`config.mk`:
```
export PLATFORM = sky130hd
export DESIGN_NAME = wdog_timer
export DESIGN_NICKNAME = d
export VERILOG_FILES = /design/src/rtl/wdog_pkg.sv /design/src/rtl/wdog_tick_gen.sv /design/src/rtl/wdog_regs.sv /design/src/rtl/wdog_expiry.sv /design/src/rtl/wdog_timer.sv
export SDC_FILE = /design/constraint.sdc
export NUM_CORES = 1
export LEC_CHECK = 0
export ABC_AREA = 1
export BUFFER_PORTS_ARGS = -buffer_cell sky130_fd_sc_hd__buf_2
export CAP_MARGIN = 40
export CORE_ASPECT_RATIO = 0.8
export CORE_UTILIZATION = 60
export CTS_CLUSTER_SIZE = 24
export DETAILED_ROUTE_END_ITERATION = 10
export HOLD_SLACK_MARGIN = 0.03
export PLACE_DENSITY = 0.87
export RECOVER_POWER = 25
export SLEW_MARGIN = 15
export SYNTH_ARGS = -nofsm -noshare
export SYNTH_HDL_FRONTEND = slang
export SYNTH_SLANG_ARGS = --single-unit
```
`constraint.sdc`:
```
create_clock -name clk -period 3.45 [get_ports clk]
set_clock_uncertainty 0.15 [all_clocks]
set_input_delay 0 -clock clk [delete_from_list [all_inputs] [get_ports clk]]
set_output_delay 0 -clock clk [all_outputs]
set_load 0.02 [all_outputs]
```
`src/rtl/wdog_pkg.sv`:
```
// Package: shared field positions, widths, reset values and the control
// word type for the watchdog timer. Assumes a 16-bit control layout.
package wdog_pkg;
    localparam int PRE_W         = 8;   // prescale field width
    localparam int DIV_SEL_W     = 2;   // divider select width
    localparam int DIV_BASE_LOG2 = 4;   // smallest power-of-two divide (16)
    localparam int CTRL_W        = 16;  // visible control word width

    // Bit positions inside the control word (software decodes these)
    localparam int B_RE  = 0;
    localparam int B_IE  = 2;
    localparam int B_DIV = 3;
    localparam int B_EN  = 5;
    localparam int B_PRE = 8;

    // Word indices on the bus (byte address bits above the low two)
    localparam logic [1:0] IDX_CTRL   = 2'd0;
    localparam logic [1:0] IDX_RELOAD = 2'd1;
    localparam logic [1:0] IDX_COUNT  = 2'd2;

    typedef struct packed {
        logic [PRE_W-1:0]     pre;
        logic                 en;
        logic [DIV_SEL_W-1:0] div;
        logic                 ie;
        logic                 re;
    } ctrl_t;

    localparam ctrl_t CTRL_RST = '{pre: 8'h80, en: 1'b0, div: 2'd3,
                                   ie: 1'b0, re: 1'b1};
endpackage

```
`src/rtl/wdog_tick_gen.sv`:
```
// Tick generator: divide-by-(P+1) prescaler followed by a selectable
// power-of-two divider. Emits a one-cycle tick at the end of each period.
// Assumes the settings are changed only while run is low; both counters
// are held cleared whenever run is low.
module wdog_tick_gen #(
    parameter int PRE_W         = 8,
    parameter int DIV_SEL_W     = 2,
    parameter int DIV_BASE_LOG2 = 4
) (
    input  logic                 clk,
    input  logic                 rst_n,
    input  logic                 run,
    input  logic [PRE_W-1:0]     pre_val,
    input  logic [DIV_SEL_W-1:0] div_sel,
    output logic                 tick
);
    localparam int NSEL  = 1 << DIV_SEL_W;
    localparam int DIV_W = DIV_BASE_LOG2 + NSEL - 1;

    logic [PRE_W-1:0] pre_cnt;
    logic [DIV_W-1:0] div_cnt;
    logic [DIV_W-1:0] lim_tab [NSEL];
    logic [DIV_W-1:0] div_lim;
    logic             pre_wrap;
    logic             div_last;

    // One terminal count per divider setting
    for (genvar g = 0; g < NSEL; g++) begin : g_lim
        assign lim_tab[g] = DIV_W'((1 << (DIV_BASE_LOG2 + g)) - 1);
    end

    // Select the terminal count and detect the end of both stages
    always_comb begin
        div_lim  = lim_tab[div_sel];
        pre_wrap = (pre_cnt >= pre_val);
        div_last = (div_cnt >= div_lim);
        tick     = run && pre_wrap && div_last;
    end

    // Advance the two-stage divider while running, clear it otherwise
    always_ff @(posedge clk) begin
        if (!rst_n || !run) begin
            pre_cnt <= '0;
            div_cnt <= '0;
        end else if (pre_wrap) begin
            pre_cnt <= '0;
            div_cnt <= div_last ? '0 : div_cnt + 1'b1;
        end else begin
            pre_cnt <= pre_cnt + 1'b1;
        end
    end
endmodule

```
`src/rtl/wdog_regs.sv`:
```
// Register file and live counter: control word, reload value and the
// down-counter, with single-cycle writes and combinational reads.
// Assumes bus_wdata is at least CTRL_W bits wide. A counter write wins
// over a tick in the same cycle.
module wdog_regs
    import wdog_pkg::*;
#(
    parameter int CNT_W  = 16,
    parameter int ADDR_W = 4,
    parameter int DATA_W = 32
) (
    input  logic              clk,
    input  logic              rst_n,
    input  logic              bus_sel,
    input  logic              bus_wr,
    input  logic [ADDR_W-1:0] bus_addr,
    input  logic [DATA_W-1:0] bus_wdata,
    input  logic              tick,
    output ctrl_t             ctrl_q,
    output logic [CNT_W-1:0]  reload_q,
    output logic [CNT_W-1:0]  count_q,
    output logic              cnt_wr,
    output logic              expire,
    output logic [DATA_W-1:0] bus_rdata
);
    localparam int IDX_W = ADDR_W - 2;
    localparam logic [CNT_W-1:0] CNT_RST = CNT_W'(1) << (CNT_W - 1);

    logic [IDX_W-1:0]  idx;
    logic              hit_ctrl, hit_rel, hit_cnt;
    logic              ctrl_wr, rel_wr, at_end;
    logic [CTRL_W-1:0] ctrl_word;
    logic              unused_bits;

    assign unused_bits = ^{bus_addr[1:0], bus_wdata[DATA_W-1:CTRL_W]};

    // Decode the word index and the write strobes
    always_comb begin
        idx      = bus_addr[ADDR_W-1:2];
        hit_ctrl = (idx == IDX_W'(IDX_CTRL));
        hit_rel  = (idx == IDX_W'(IDX_RELOAD));
        hit_cnt  = (idx == IDX_W'(IDX_COUNT));
        ctrl_wr  = bus_sel && bus_wr && hit_ctrl;
        rel_wr   = bus_sel && bus_wr && hit_rel;
        cnt_wr   = bus_sel && bus_wr && hit_cnt;
        at_end   = (count_q <= CNT_W'(1));
        expire   = tick && !cnt_wr && at_end;
    end

    // Control word storage
    always_ff @(posedge clk) begin
        if (!rst_n) begin
            ctrl_q <= CTRL_RST;
        end else if (ctrl_wr) begin
            ctrl_q.pre <= bus_wdata[B_PRE +: PRE_W];
            ctrl_q.en  <= bus_wdata[B_EN];
            ctrl_q.div <= bus_wdata[B_DIV +: DIV_SEL_W];
            ctrl_q.ie  <= bus_wdata[B_IE];
            ctrl_q.re  <= bus_wdata[B_RE];
        end
    end

    // Reload value storage
    always_ff @(posedge clk) begin
        if (!rst_n)      reload_q <= CNT_RST;
        else if (rel_wr) reload_q <= bus_wdata[CNT_W-1:0];
    end

    // Live counter: load on write, reload on expiry, else count down on tick
    always_ff @(posedge clk) begin
        if (!rst_n)      count_q <= CNT_RST;
        else if (cnt_wr) count_q <= bus_wdata[CNT_W-1:0];
        else if (tick)   count_q <= at_end ? reload_q : count_q - 1'b1;
    end

    // Pack the control fields back into their bit positions
    always_comb begin
        ctrl_word                        = '0;
        ctrl_word[B_PRE +: PRE_W]        = ctrl_q.pre;
        ctrl_word[B_EN]                  = ctrl_q.en;
        ctrl_word[B_DIV +: DIV_SEL_W]    = ctrl_q.div;
        ctrl_word[B_IE]                  = ctrl_q.ie;
        ctrl_word[B_RE]                  = ctrl_q.re;
    end

    // Read multiplexer; the unmapped index returns zero
    always_comb begin
        if (hit_ctrl)     bus_rdata = DATA_W'(ctrl_word);
        else if (hit_rel) bus_rdata = DATA_W'(reload_q);
        else if (hit_cnt) bus_rdata = DATA_W'(count_q);
        else              bus_rdata = '0;
    end
endmodule

```
`src/rtl/wdog_expiry.sv`:
```
// Expiry outputs: a registered one-cycle interrupt and a reset request
// stretched to RST_CYCLES clocks. A new expiry restarts the stretch.
// Assumes expire is a single-cycle strobe.
module wdog_expiry #(
    parameter int RST_CYCLES = 16
) (
    input  logic clk,
    input  logic rst_n,
    input  logic expire,
    input  logic irq_en,
    input  logic rst_en,
    output logic irq_o,
    output logic sysrst_o
);
    localparam int RCW = $clog2(RST_CYCLES + 1);

    logic [RCW-1:0] rst_left;

    // Interrupt pulse register
    always_ff @(posedge clk) begin
        if (!rst_n) irq_o <= 1'b0;
        else        irq_o <= expire && irq_en;
    end

    // Reset stretch counter
    always_ff @(posedge clk) begin
        if (!rst_n)                  rst_left <= '0;
        else if (expire && rst_en)   rst_left <= RCW'(RST_CYCLES);
        else if (rst_left != '0)     rst_left <= rst_left - 1'b1;
    end

    assign sysrst_o = (rst_left != '0);
endmodule

```
`src/rtl/wdog_timer.sv`:
```
// Top level of the watchdog timer: joins the register file, the tick
// chain and the expiry outputs. Assumes a single clock domain and a
// synchronous active-low reset.
module wdog_timer
    import wdog_pkg::*;
#(
    parameter int CNT_W      = 16,
    parameter int ADDR_W     = 4,
    parameter int DATA_W     = 32,
    parameter int RST_CYCLES = 16
) (
    input  logic              clk,
    input  logic              rst_n,
    input  logic              bus_sel,
    input  logic              bus_wr,
    input  logic [ADDR_W-1:0] bus_addr,
    input  logic [DATA_W-1:0] bus_wdata,
    output logic [DATA_W-1:0] bus_rdata,
    output logic              irq_o,
    output logic              sysrst_o
);
    ctrl_t             ctrl_q;
    logic [CNT_W-1:0]  reload_q;
    logic [CNT_W-1:0]  count_q;
    logic              tick;
    logic              cnt_wr;
    logic              expire;

    wdog_regs #(.CNT_W(CNT_W), .ADDR_W(ADDR_W), .DATA_W(DATA_W)) regs_i (
        .clk(clk), .rst_n(rst_n), .bus_sel(bus_sel), .bus_wr(bus_wr),
        .bus_addr(bus_addr), .bus_wdata(bus_wdata), .tick(tick),
        .ctrl_q(ctrl_q), .reload_q(reload_q), .count_q(count_q),
        .cnt_wr(cnt_wr), .expire(expire), .bus_rdata(bus_rdata)
    );

    wdog_tick_gen #(.PRE_W(PRE_W), .DIV_SEL_W(DIV_SEL_W),
                    .DIV_BASE_LOG2(DIV_BASE_LOG2)) tick_i (
        .clk(clk), .rst_n(rst_n), .run(ctrl_q.en), .pre_val(ctrl_q.pre),
        .div_sel(ctrl_q.div), .tick(tick)
    );

    wdog_expiry #(.RST_CYCLES(RST_CYCLES)) exp_i (
        .clk(clk), .rst_n(rst_n), .expire(expire), .irq_en(ctrl_q.ie),
        .rst_en(ctrl_q.re), .irq_o(irq_o), .sysrst_o(sysrst_o)
    );
endmodule

```
# Word-level counts from Yosys, hierarchy flattened

Index checks and enable logic that the tools add are counted.

Flip-flop bits (word level): 66
Output and inout bits: 34

Add/subtract/negate cells: 4
Bitwise gates (word level): 2
Multiplexer cells: 12
Equal/unequal tests: 2
Reductions and logical operators: 20
Order comparisons: 4

Operators with widths:

| kind                                                                               | count |
|---|---|
| 16-bit two-way mux                                                                 | 4 |
| 32-bit two-way mux                                                                 | 2 |
| 7-bit two-way mux                                                                  | 3 |
| 16-bit by 1-bit less-or-equal comparator with 1-bit output (second input constant) | 1 |
| 16-bit by 1-bit subtractor with 16-bit output (second input constant)              | 1 |
| 7-bit binary-select mux with 2-bit select                                          | 1 |
| 1-bit logical AND                                                                  | 10 |
| 5-bit two-way mux                                                                  | 2 |
| 8-bit by 1-bit adder with 8-bit output (second input constant)                     | 1 |
| 8-bit greater-or-equal comparator                                                  | 1 |
| 7-bit by 1-bit adder with 7-bit output (second input constant)                     | 1 |
| 7-bit greater-or-equal comparator                                                  | 1 |
| 5-bit nonzero test                                                                 | 1 |
| 5-bit by 1-bit subtractor with 5-bit output (second input constant)                | 1 |
| 2-bit nonzero test                                                                 | 2 |
| 2-bit OR reduction                                                                 | 2 |
| 3-bit greater-or-equal comparator (second input constant)                          | 1 |
| 1-bit zero test                                                                    | 3 |
| 2-bit NOT with 3-bit output                                                        | 1 |
| 2-bit by 1-bit == test with 1-bit output (second input constant)                   | 1 |
| 2-bit == test (second input constant)                                              | 1 |
| 2-bit zero test                                                                    | 1 |
| 1-bit logical OR                                                                   | 1 |
| 1-bit NOT                                                                          | 1 |

# Depth between registers and ports, before layout

Word-level depth: 10
Depth in mapped cells: 15

# Modules after synthesis

A second synthesis with hierarchy kept.

Cells, all modules: 636
Area total of the unflattened synthesis: 4127.7 µm²

By module, submodules not included:

| module        | times used | area an instance (µm²) | cells an instance |
|---|---|---|---|
| wdog_regs     | 1          | 2761.4                 | 433 |
| wdog_tick_gen | 1          | 1097.3                 | 166 |
| wdog_expiry   | 1          | 269.0                  | 37 |

# Worst setup path before layout

OpenSTA, ideal clock, no wires.

Path kind: flip-flop to flip-flop
Start: register regs_i.ctrl_q[2] (netlist name)
End: register regs_i.count_q[6]
Data required time: 3.172 ns
Path buffers: 1
Setup time: 0.128 ns
Arrival time: 1.636 ns
Period minus slack after synthesis: 1.914 ns
Cell stages (with the launch flop): 13
Setup slack: 1.536 ns
Cell sequence: dfxtp_1 -> nand2_1 -> ha_1 -> nand2_1 -> nor2_1 -> nand3_1 -> a21oi_4 -> nand2_2 -> buf_2 -> nand3_1 -> nand2_1 -> nor2_1 -> nor2_1

Longest elaborated chain between the ends: 7

Ends and longest elaborated chain:

| element                                               | RTL line            | text |
|---|---|---|
| 2-bit NOT with 3-bit output (not written as such)     | wdog_tick_gen.sv:34 | `div_lim = lim_tab[div_sel];` |
| 7-bit binary-select mux with 2-bit select             | wdog_tick_gen.sv:34 |  |
| 7-bit two-way mux (not written as such) (2 in series) | wdog_tick_gen.sv:34 |  |
| 7-bit greater-or-equal comparator                     | wdog_tick_gen.sv:36 | `div_last = (div_cnt >= div_lim);` |
| 1-bit logical AND                                     | wdog_tick_gen.sv:37 | `tick = run && pre_wrap && div_last;` |
| 2-bit nonzero test (no line)                          | --                  |  |
| end signal, assigned                                  | wdog_regs.sv:72     | `else if (cnt_wr) count_q <= bus_wdata[CNT_W-1:0];` |
| end signal, assigned                                  | wdog_regs.sv:73     | `else if (tick) count_q <= at_end ? reload_q : count_q - 1'b1;` |
| end, declared                                         | wdog_regs.sv:21     | `output logic [CNT_W-1:0] count_q,` |

Every way passes these cells. The select of a mux whose other input is x is not followed.
A chain may end at the register's enable or synchronous reset.

# Worst setup path in the final report

Start: input port bus_addr[2]
End: register regs_i.reload_q[14]

Longest elaborated chain between the ends: 2

Ends and longest elaborated chain:

| element                                  | RTL line         | text |
|---|---|---|
| start, declared                          | wdog_timer.sv:16 | `input logic [ADDR_W-1:0] bus_addr,` |
| 2-bit by 1-bit == test with 1-bit output | wdog_regs.sv:41  | `hit_rel = (idx == IDX_W'(IDX_RELOAD));` |
| 1-bit logical AND                        | wdog_regs.sv:44  | `rel_wr = bus_sel && bus_wr && hit_rel;` |
| end signal, assigned                     | wdog_regs.sv:66  | `else if (rel_wr) reload_q <= bus_wdata[CNT_W-1:0];` |
| end, declared                            | wdog_regs.sv:20  | `output logic [CNT_W-1:0] reload_q,` |

Every way passes these cells.

==> results.cfg <==
[clocking]
post-cts-setup-buffer-count = 0
clkSinkCount = 66
tritoncts = done
clk_path_buf_depth = 2
clk_pin_slew_worst_paths_ns = 0.08
h-tree-depth = 3
worstSkewPairLatency_ns = 0.35
cts-root-buf = clkbuf_8
cts_resized = 0
cts_buffers = 9
hold_buffers = 25

[drt]
drc = 0
routed_wl_mm = 10.9
drt-initial-drc-count = 401
vias = 4271
viasPerCell = 5.52
ant_nets = 0
drtPass1Iterations = 5
wl_per_cell_um = 14.1

[synth]
synth_top_area_share_pct = 32.3
ys_top_cells_by_area = dfxtp_1, nand2_1, nor2_1
synth_cells = 626
avgSynthCellArea_sq_um = 6.53
syn_area_sq_um = 4090
synthTopCellsByCount = nand2_1, nor2_1, inv_1, dfxtp_1, nand3_1
yosysMostFrequentCell = nand2_1
yosysTopAreaCell = dfxtp_1
ys_seq_elements = 66
synth-warning-count = 0
synth.distinct_cells = 37
synth_ff_type = dfxtp_1
synth-edff-count = 0
synth-async-reset-ratio_pct = 0
yosysSeqAreaShare_pct = 32.3

[worst_setup_path]
cp.required_ns = 3.54
reg2reg_slack_ns = 1.13
end_kind = register
startpoint_type = input pin
arrival_ns = 2.83
worstSetupPathType = input pin to register
crit_path_max_fanout = 24

[sta]
setup_slack_ns = 0.712
worst_pin_slew_ns = 1.01
finalCritPeriodShare_pct = 79.4
finalSetupViolations = 0
max_freq_ghz = 0.365
fin_tns_setup_ns = 0
hold_viol_final = 0
maxSlewViolCount = 0
rsz0062_at_grt = false
slew_headroom_pct = 32.7
finalCriticalPeriod_ns = 2.74

[final_layout]
antennaDiodeCount = 0
drive_gt1_share_pct = 10.0
fill_cells = 520
nets = 742
synthToLayoutAreaGrowth_pct = 14.2
finalInstanceArea_sq_um = 4670
final_cells = 774

[job]
drv_cap = 0

[placed_design]
portBuffers = 39
postPlaceCellArea_sq_um = 4260
hpwl_mm = 7.59
dp_slack_ns = 1.18
dp.cells = 733
gp_congestion = 0.916

[power_and_ir_drop]
leakage_nw = 2.14
p_per_area_nw_per_um2 = 408
fin_total_pwr_w = 0.00190
peakVddDrop_mv = 0.257

[global_route]
grt_max_degree = 34
antenna_found_initial = 0
grt_pass1_wl_mm = 17.7
gr-total-overflow = 0
first_global_vias = 3850
grtUsageTotal_pct = 32.8

[min_path]
min_path_type = input pin to register

[die]
pin_count = 74
die_h_um = 75.9
start_util_pct = 63.2
rows = 26
die_area_sq_um = 7150
die_w_um = 94.3
core-area_sq_um = 6470

[run_status]
status = finished, final reports clean
==> worst max-delay path, stage by stage <==
cell and delay [ns]:
buf_2 0.09, inv_1 0.06, nor2_1 0.76, inv_1 0.33
nor2_4 0.36, inv_1 0.41, nor2_1 0.21, nor2_1 0.06
dlygate4sd3_1 0.55
==> metal layers <==
metal | track usage (%) | routed length [um] | up-vias
met3 | 6.89 | 759 | 30
met2 | 55.1 | 5100 | 189
met5 | 0 | 0 | -
met4 | 17.8 | 331 | 0
li1 | - | - | 2103
met1 | 39.9 | 4750 | 1949
==> logic make-up after synthesis <==
| logic type | count (synthesis) | synth area share, % |
|---|---|---|
| other cells | 1 | 0.0917 |
| buf+inv | 110 | 12.0 |
| xor+xnor | 6 | 1.28 |
| flops | 66 | 32.3 |
| fa+ha+maj | 17 | 5.20 |
| simple gates | 327 | 35.0 |
| compound gates | 99 | 14.1 |
==> power breakdown <==
part           leakage, nW  switching, W  internal (W)
Sequential           0.536     0.0000298      0.000800
Combinational         1.52      0.000292      0.000158
Clock               0.0859      0.000337      0.000288
Total                 2.14      0.000659       0.00125
==> through the flow <==
step           util, %  hold WS, ns
3_5_place_dp      65.7        0.107
5_1_grt           72.1        0.162
3_3_place_gp      65.7       0.0924
2_1_floorplan        -      -0.0237
4_1_cts           72.5        0.104
6_report          72.1        0.112
==> path summary, 6_finish.rpt <==
check / end / cells past startpoint / start
setup / recovery: regs_i.reload_q[14]$_SDFFE_PN0P_ / 9 / bus_addr[2]
hold / removal: regs_i.reload_q[15]$_SDFFE_PN1P_ / 5 / bus_wr
setup reg to reg: exp_i.rst_left[3]$_SDFFE_PP0P_ / 11 / regs_i.ctrl_q[2]$_SDFFE_PN1P_
hold reg to reg: regs_i.reload_q[12]$_SDFFE_PN0P_ / 2 / regs_i.reload_q[12]$_SDFFE_PN0P_
==> sequential cells by signal (all words and copies together) (netlist names) <==
register / cells
tick_i.div_cnt: 7
regs_i.reload_q: 16
exp_i.irq_o: 1
regs_i.count_q: 16
regs_i.ctrl_q: 13
tick_i.pre_cnt: 8
exp_i.rst_left: 5
==> layout make-up <==
| cell class | count | area [sq um] | area share [%] |
|---|---|---|---|
| Multi-Input combinational cell | 465 | 2330 | 49.9 |
| Sequential cell | 66 | 1320 | 28.3 |
| Timing Repair Buffer | 65 | 437 | 9.35 |
| Inverter | 78 | 293 | 6.27 |
| Clock buffer | 10 | 138 | 2.95 |
| Tap cell | 84 | 105 | 2.25 |
| Clock inverter | 6 | 48.8 | 1.04 |
==> cell usage in the layout (no fill, tap or decap), types with 4 or more instances in the layout <==
cell,Yosys,routed
o21ai_0,37,37
nand2_1,157,157
a21oi_1,37,37
conb_1,1,16
xor2_1,4,4
nor2_2,8,6
nand4_1,5,5
dfxtp_1,66,66
nor2_4,5,5
o221ai_1,13,13
nor2_1,85,87
clkbuf_8,0,10
inv_1,73,75
dlygate4sd3_1,0,25
nor3_1,5,5
nand3_1,48,48
ha_1,17,17
clkbuf_1,7,13
buf_2,6,26
nand2_2,6,6
(Power assumes the default switching activity.)
